<file path="config.mk">
export PLATFORM = sky130hd
export DESIGN_NAME = ir_rx_fifo
export DESIGN_NICKNAME = d
export VERILOG_FILES = /design/src/rtl/ir_rx_pkg.sv /design/src/rtl/irf_store.sv /design/src/rtl/irf_events.sv /design/src/rtl/irf_regs.sv /design/src/rtl/ir_rx_fifo.sv
export SDC_FILE = /design/constraint.sdc
export NUM_CORES = 1
export LEC_CHECK = 0
export BUFFER_PORTS_ARGS = -buffer_cell sky130_fd_sc_hd__buf_4
export CORE_ASPECT_RATIO = 0.5
export CORE_MARGIN = 2
export CORE_UTILIZATION = 52
export CTS_CLUSTER_DIAMETER = 30
export DETAILED_ROUTE_END_ITERATION = 6
export GPL_ROUTABILITY_DRIVEN = 0
export PLACE_DENSITY = 0.83
export RECOVER_POWER = 100
export SLEW_MARGIN = 25
export SYNTH_ARGS = -nofsm -noshare
export SYNTH_HDL_FRONTEND = slang
export SYNTH_SLANG_ARGS = --single-unit
</file>
<file path="constraint.sdc">
create_clock -name clk -period 2.9 [get_ports clk]
set_input_delay 0.29 -clock clk [delete_from_list [all_inputs] [get_ports clk]]
set_output_delay 0.29 -clock clk [all_outputs]
set_load 0.005 [all_outputs]
</file>
<file path="src/rtl/ir_rx_pkg.sv">
package ir_rx_pkg;
  localparam int ADDR_W = 4;
  localparam logic [ADDR_W-1:0] OFS_DATA = 4'h0;
  localparam logic [ADDR_W-1:0] OFS_CTL  = 4'h4;
  localparam logic [ADDR_W-1:0] OFS_STAT = 4'h8;

  // bit positions shared by control (enables) and status (flags)
  localparam int BIT_OVF   = 0;
  localparam int BIT_PEND  = 1;
  localparam int BIT_AVAIL = 4;
  localparam int FLD_LSB   = 8;

  typedef struct packed {
    logic ovf;
    logic pend;
    logic avail;
  } flags_t;
endpackage

</file>
<file path="src/rtl/irf_store.sv">
module irf_store #(
  parameter int DEPTH = 16,
  parameter int CNT_W = $clog2(DEPTH) + 1
) (
  input  logic             clk,
  input  logic             rst,
  input  logic             push,
  input  logic [7:0]       push_data,
  input  logic             pop_req,
  output logic [CNT_W-1:0] count,
  output logic [7:0]       rd_q,
  output logic             ovf_ev
);
  localparam int PTR_W = $clog2(DEPTH);
  localparam logic [CNT_W-1:0] FULL_CNT = CNT_W'(DEPTH);

  logic [7:0]       mem [DEPTH];
  logic [PTR_W-1:0] wr_ptr, rd_ptr;
  logic [CNT_W-1:0] cnt_q;
  logic             empty, full, pop, acc;

  assign empty  = (cnt_q == '0);
  assign full   = (cnt_q == FULL_CNT);
  assign pop    = pop_req && !empty;
  assign acc    = push && (!full || pop);
  assign ovf_ev = push && full && !pop;
  assign count  = cnt_q;

  // storage without reset so it maps onto block RAM
  always_ff @(posedge clk) begin
    if (acc) mem[wr_ptr] <= push_data;
  end

  always_ff @(posedge clk) begin
    if (rst) begin
      rd_q <= '0;
    end else if (pop_req) begin
      rd_q <= empty ? 8'h00 : mem[rd_ptr];
    end
  end

  always_ff @(posedge clk) begin
    if (rst) begin
      wr_ptr <= '0;
      rd_ptr <= '0;
      cnt_q  <= '0;
    end else begin
      if (acc) wr_ptr <= wr_ptr + 1'b1;
      if (pop) rd_ptr <= rd_ptr + 1'b1;
      case ({acc, pop})
        2'b10:   cnt_q <= cnt_q + 1'b1;
        2'b01:   cnt_q <= cnt_q - 1'b1;
        default: cnt_q <= cnt_q;
      endcase
    end
  end


  cnt_bound_chk: assert property (@(posedge clk) disable iff (rst)
    cnt_q <= FULL_CNT);

  drop_keeps_cnt_chk: assert property (@(posedge clk) disable iff (rst)
    (push && full && !pop_req) |=> $stable(cnt_q));

  empty_read_chk: assert property (@(posedge clk) disable iff (rst)
    (pop_req && !push && empty) |=> (cnt_q == '0));

  pushpop_full_chk: assert property (@(posedge clk) disable iff (rst)
    (push && pop_req && full) |=> (cnt_q == FULL_CNT));
endmodule

</file>
<file path="src/rtl/irf_events.sv">
module irf_events
  import ir_rx_pkg::*;
#(
  parameter int CNT_W = 5
) (
  input  logic             clk,
  input  logic             rst,
  input  logic             ovf_ev,
  input  logic             pend_ev,
  input  logic             clr_wr,
  input  logic [7:0]       clr_mask,
  input  logic [CNT_W-1:0] count,
  input  logic [CNT_W-1:0] level,
  input  flags_t           en,
  output flags_t           flags,
  output logic             irq
);
  logic ovf_q, pend_q, avail, irq_q;

  assign avail = (count > level);

  always_ff @(posedge clk) begin
    if (rst) begin
      ovf_q  <= 1'b0;
      pend_q <= 1'b0;
      irq_q  <= 1'b0;
    end else begin
      if (ovf_ev)                           ovf_q <= 1'b1;
      else if (clr_wr && clr_mask[BIT_OVF]) ovf_q <= 1'b0;
      if (pend_ev)                           pend_q <= 1'b1;
      else if (clr_wr && clr_mask[BIT_PEND]) pend_q <= 1'b0;
      irq_q <= (ovf_q && en.ovf) || (pend_q && en.pend) || (avail && en.avail);
    end
  end

  assign flags = '{ovf: ovf_q, pend: pend_q, avail: avail};
  assign irq   = irq_q;


  ovf_sticky_chk: assert property (@(posedge clk) disable iff (rst)
    ovf_ev |=> ovf_q);

  pend_set_chk: assert property (@(posedge clk) disable iff (rst)
    pend_ev |=> pend_q);

  ovf_clear_chk: assert property (@(posedge clk) disable iff (rst)
    (clr_wr && clr_mask[BIT_OVF] && !ovf_ev) |=> !ovf_q);

  irq_masked_chk: assert property (@(posedge clk) disable iff (rst)
    (en == '0) |=> !irq_q);
endmodule

</file>
<file path="src/rtl/irf_regs.sv">
module irf_regs
  import ir_rx_pkg::*;
#(
  parameter int CNT_W = 5
) (
  input  logic              clk,
  input  logic              rst,
  input  logic              rd,
  input  logic              wr,
  input  logic [ADDR_W-1:0] addr,
  input  logic [31:0]       wdata,
  input  logic [CNT_W-1:0]  count,
  input  flags_t            flags,
  input  logic [7:0]        store_q,
  output logic [31:0]       rdata,
  output logic              pop_req,
  output logic              clr_wr,
  output flags_t            en,
  output logic [CNT_W-1:0]  level
);
  flags_t           en_q;
  logic [CNT_W-1:0] lvl_q;
  logic [31:0]      reg_q, ctl_word, stat_word;
  logic             data_sel_q;

  assign pop_req = rd && (addr == OFS_DATA);
  assign clr_wr  = wr && (addr == OFS_STAT);
  assign en      = en_q;
  assign level   = lvl_q;

  always_comb begin
    ctl_word = '0;
    ctl_word[BIT_OVF]   = en_q.ovf;
    ctl_word[BIT_PEND]  = en_q.pend;
    ctl_word[BIT_AVAIL] = en_q.avail;
    ctl_word[FLD_LSB +: CNT_W] = lvl_q;
    stat_word = '0;
    stat_word[BIT_OVF]   = flags.ovf;
    stat_word[BIT_PEND]  = flags.pend;
    stat_word[BIT_AVAIL] = flags.avail;
    stat_word[FLD_LSB +: CNT_W] = count;
  end

  always_ff @(posedge clk) begin
    if (rst) begin
      en_q <= '0;
      lvl_q <= '0;
    end else if (wr && (addr == OFS_CTL)) begin
      en_q  <= '{ovf: wdata[BIT_OVF], pend: wdata[BIT_PEND], avail: wdata[BIT_AVAIL]};
      lvl_q <= wdata[FLD_LSB +: CNT_W];
    end
  end

  always_ff @(posedge clk) begin
    if (rst) begin
      reg_q      <= '0;
      data_sel_q <= 1'b0;
    end else if (rd) begin
      data_sel_q <= (addr == OFS_DATA);
      case (addr)
        OFS_CTL:  reg_q <= ctl_word;
        OFS_STAT: reg_q <= stat_word;
        default:  reg_q <= '0;
      endcase
    end
  end

  assign rdata = data_sel_q ? {24'h0, store_q} : reg_q;


  ctl_level_chk: assert property (@(posedge clk) disable iff (rst)
    (wr && addr == OFS_CTL) |=> (lvl_q == $past(wdata[FLD_LSB +: CNT_W])));

  data_upper_zero_chk: assert property (@(posedge clk) disable iff (rst)
    data_sel_q |-> (rdata[31:8] == 24'h0));
endmodule

</file>
<file path="src/rtl/ir_rx_fifo.sv">
module ir_rx_fifo
  import ir_rx_pkg::*;
#(
  parameter int DEPTH = 16
) (
  input  logic        clk,
  input  logic        rst,
  input  logic        smp_valid,
  input  logic [7:0]  smp_byte,
  input  logic        smp_pkt_end,
  input  logic        reg_rd,
  input  logic        reg_wr,
  input  logic [3:0]  reg_addr,
  input  logic [31:0] reg_wdata,
  output logic [31:0] reg_rdata,
  output logic        irq
);
  localparam int CNT_W = $clog2(DEPTH) + 1;

  generate
    if ((DEPTH & (DEPTH - 1)) != 0 || DEPTH < 2) begin : g_bad_depth
      $error("DEPTH must be a power of two");
    end
  endgenerate

  logic [CNT_W-1:0] count, level;
  logic [7:0]       store_q;
  logic             ovf_ev, pop_req, clr_wr;
  flags_t           flags, en;

  irf_store #(.DEPTH(DEPTH), .CNT_W(CNT_W)) u_store (
    .clk(clk), .rst(rst), .push(smp_valid), .push_data(smp_byte),
    .pop_req(pop_req), .count(count), .rd_q(store_q), .ovf_ev(ovf_ev)
  );

  irf_events #(.CNT_W(CNT_W)) u_events (
    .clk(clk), .rst(rst), .ovf_ev(ovf_ev), .pend_ev(smp_pkt_end),
    .clr_wr(clr_wr), .clr_mask(reg_wdata[7:0]), .count(count),
    .level(level), .en(en), .flags(flags), .irq(irq)
  );

  irf_regs #(.CNT_W(CNT_W)) u_regs (
    .clk(clk), .rst(rst), .rd(reg_rd), .wr(reg_wr), .addr(reg_addr),
    .wdata(reg_wdata), .count(count), .flags(flags), .store_q(store_q),
    .rdata(reg_rdata), .pop_req(pop_req), .clr_wr(clr_wr), .en(en),
    .level(level)
  );
endmodule

</file>
==> metrics.txt <==
Die Span X roughly 170 µm; cells after synthesis 479; H-Tree Depth 4; TritonCTS buffer count 17; Initial DRC Count 582; CTS root buffer clkbuf_16; clk_skew 0.00846 ns; asr flop ratio synth 0; die height 87.4 µm; Avg Vias per Cell 5.75; crit start category register; nature of the critical path endpoint register; most used cell, CP clkbuf_1; outcome finished clean; initial antenna violation count 0; Seq/Total Area, Yosys 0.656; I/O pin count 83; Detailed Routing Iterations Pass 1 5; row cnt 30; Max Cap Viol 0; top cells by count, synth edfxtp_1, nor2_1, dfxtp_1; power density over cell area 625 nW/µm²; Syn Area/Cell 15.1 µm²; Worst-path clk slew ~0.07 ns; worst endpoint required time ~3.0 ns; layout cells sized above 1 0.223; Crit. path cell count 5; setup_tns 0 ns; Yosys top cell area share 0.531; number of global-route vias before repair roughly 4200; met2 routed WL 7.19 mm; Hold Buf Count CTS 0; Global Route Usage Sum 0.209; CTS resizes 0; CORE AREA roughly 14000 µm²; worst-margin pin slew 0.846 ns; met3 WL 1.10 mm; Peak VDD IR 0.489 mV; total congestion overflow 0; CTS tree done; final slew viol count 0; Bufs on Longest Clock Path 2; CP cell instances clkbuf_1 > or4_1 > o311ai_2 > nor2_1 > clkbuf_1; detailed placement HPWL 9.27 mm; synth top area cells edfxtp_1, dfxtp_1, mux4_2, nor2_1, a22oi_1; largest net degree at the start of global routing 39; Port-buffer cells 39; worst-skew pair later-pin latency 0.43 ns; WL per Instance 19.5 µm; Crit path max-delay family simple AND/OR/NAND/NOR gates; slowest cell on the critical path or4_1; Final Critical Period around 2.5 ns; P&R area growth vs syn 14.9%; n_diodes 0; Final period util 0.867; Power Total approximately 5.2 mW; Worst EP arrival 2.62 ns; Final setup viols 0; Worst Path Max Fanout 9; #FFs+latches synth 173; DIE AREA 14900 µm²; first-pass GRT wire length 22.7 mm; Post-CTS Repair Setup Buffers 0; unrepaired setup endpoints after global routing no; Met1 Wirelength about 6 mm; Leak 2.91 nW; FF-to-FF path depth 5; top-count cell post-synth edfxtp_1; EDFF count, synth 128; final WL 14.5 mm; CP peak stage delay 0.64 ns; max layer used met4; worst path bufs/invs 2; Hold WC Path Type in -> reg; Post-Syn Area between 7000 and 8000 µm²; highest clock rate 0.398 GHz; Via Count 4269; Yosys top cell by area edfxtp_1; Distinct cells, synth 55; Fill cells 950; ys flop type edfxtp_1; Rel. slew slack 0.432; Starting Density 0.534; worst hold stages 3; Routed Antenna Nets 0; clock sinks roughly 170; Final Hold Vio Count 0; remaining routing DRC violations 0; yosys warns 0; Nets 600; kind of critical path reg -> reg
[cells in the final DEF, fill, tap and decap left out, types with 4 or more instances in the layout]
| master | Yosys | routed |
|---|---|---|
| a21oi_1 | 8 | 8 |
| a22o_1 | 15 | 15 |
| a22oi_1 | 24 | 24 |
| and2_0 | 0 | 4 |
| buf_4 | 19 | 34 |
| clkbuf_1 | 13 | 17 |
| clkbuf_16 | 0 | 17 |
| clkbuf_4 | 0 | 10 |
| conb_1 | 1 | 19 |
| dfxtp_1 | 45 | 45 |
| edfxtp_1 | 128 | 128 |
| ha_1 | 12 | 12 |
| inv_1 | 11 | 11 |
| inv_8 | 0 | 8 |
| mux2_2 | 4 | 4 |
| mux2i_1 | 10 | 10 |
| mux4_2 | 32 | 32 |
| nand2_1 | 15 | 15 |
| nand3_1 | 4 | 4 |
| nor2_1 | 56 | 56 |
| nor2b_1 | 10 | 10 |
| nor3_1 | 7 | 7 |
| o21ai_0 | 3 | 4 |
| xor2_1 | 4 | 4 |
[area by class of cell]
type	count	area, µm²	share of cell area
well taps	192	240	0.0289
multi-input cells	270	2270	0.273
clock inverters	15	161	0.0194
repair buffers	64	424	0.0510
inverters	12	45.0	0.00542
flip-flops and latches	173	4740	0.571
clock buffers	17	425	0.0512
[registers in the layout, indices dropped and copies added, names as in the netlist, named ones only]
| name | count |
|---|---|
| u_store.mem | 128 |
| u_regs.reg_q | 8 |
| u_store.rd_q | 8 |
| u_regs.level | 5 |
| u_store.count | 5 |
| u_store.rd_ptr | 4 |
| u_store.wr_ptr | 4 |
| u_regs.en | 3 |
| u_events.irq | 1 |
| u_events.ovf_q | 1 |
| u_events.pend_q | 1 |
| u_regs.data_sel_q | 1 |
[cell families (layout without fill, tap and decap cells)]
kind of cell / after synthesis / count (layout) / share of synthesized area
flops: 173 / 173 / 0.656
simple gates: 114 / 114 / 0.0746
compound gates: 71 / 71 / 0.0791
buf+inv: 54 / 108 / 0.0388
mux: 47 / 47 / 0.122
fa+ha+maj: 12 / 12 / 0.0208
xor+xnor: 7 / 7 / 0.00848
other cells: 1 / 19 / 0.000519
[worst reg2reg max path, stage by stage (launching register included)]
cell and delay [ns]:
dfxtp_1 0.33, clkbuf_1 0.22, or4_1 0.64, o311ai_2 0.59, nor2_1 0.11, clkbuf_1 0.31
[metrics by stage]
| step | hold slack (ns) | instance area [µm²] | cells | utilization | worst slack [ns] |
|---|---|---|---|---|---|
| detailed placement | 0.454 | 7800 | 711 | 0.576 | 0.198 |
| CTS | 0.0625 | 8390 | 743 | 0.619 | 0.564 |
| global route | 0.0773 | 8310 | 743 | 0.613 | 0.259 |
| global placement | 0.458 | 7800 | 711 | 0.576 | 0.254 |
| finish | 0.0729 | 8310 | 743 | 0.613 | 0.385 |
| floorplan | 0.389 | 7300 | 497 | - | 0.326 |
[routing by layer]
metal | GRT usage | vias to the layer above
met5 | 0 | -
met4 | 0.0862 | 0
met3 | 0.0450 | 25
met2 | 0.355 | 211
met1 | 0.267 | 2114
li1 | - | 1919
[power breakdown]
part	switching, mW	internal (mW)	total [mW]	leakage, nW
logic	0.155	0.100	0.256	1.10
registers	0.0215	2.69	2.71	1.52
clock network	1.06	1.16	2.22	0.289
[path summary, 6_finish.rpt]
path	startpoint	slack, ns	end
worst max-delay path	u_store.count[0]	0.38	u_store.mem[7][2]
worst min-delay path	smp_pkt_end	0.07	u_events.pend_q
worst max register to register	u_store.count[0]	0.38	u_store.mem[7][2]
worst min register to register	u_store.rd_q[6]	0.48	u_store.rd_q[6]
(Power assumes the default switching activity.)
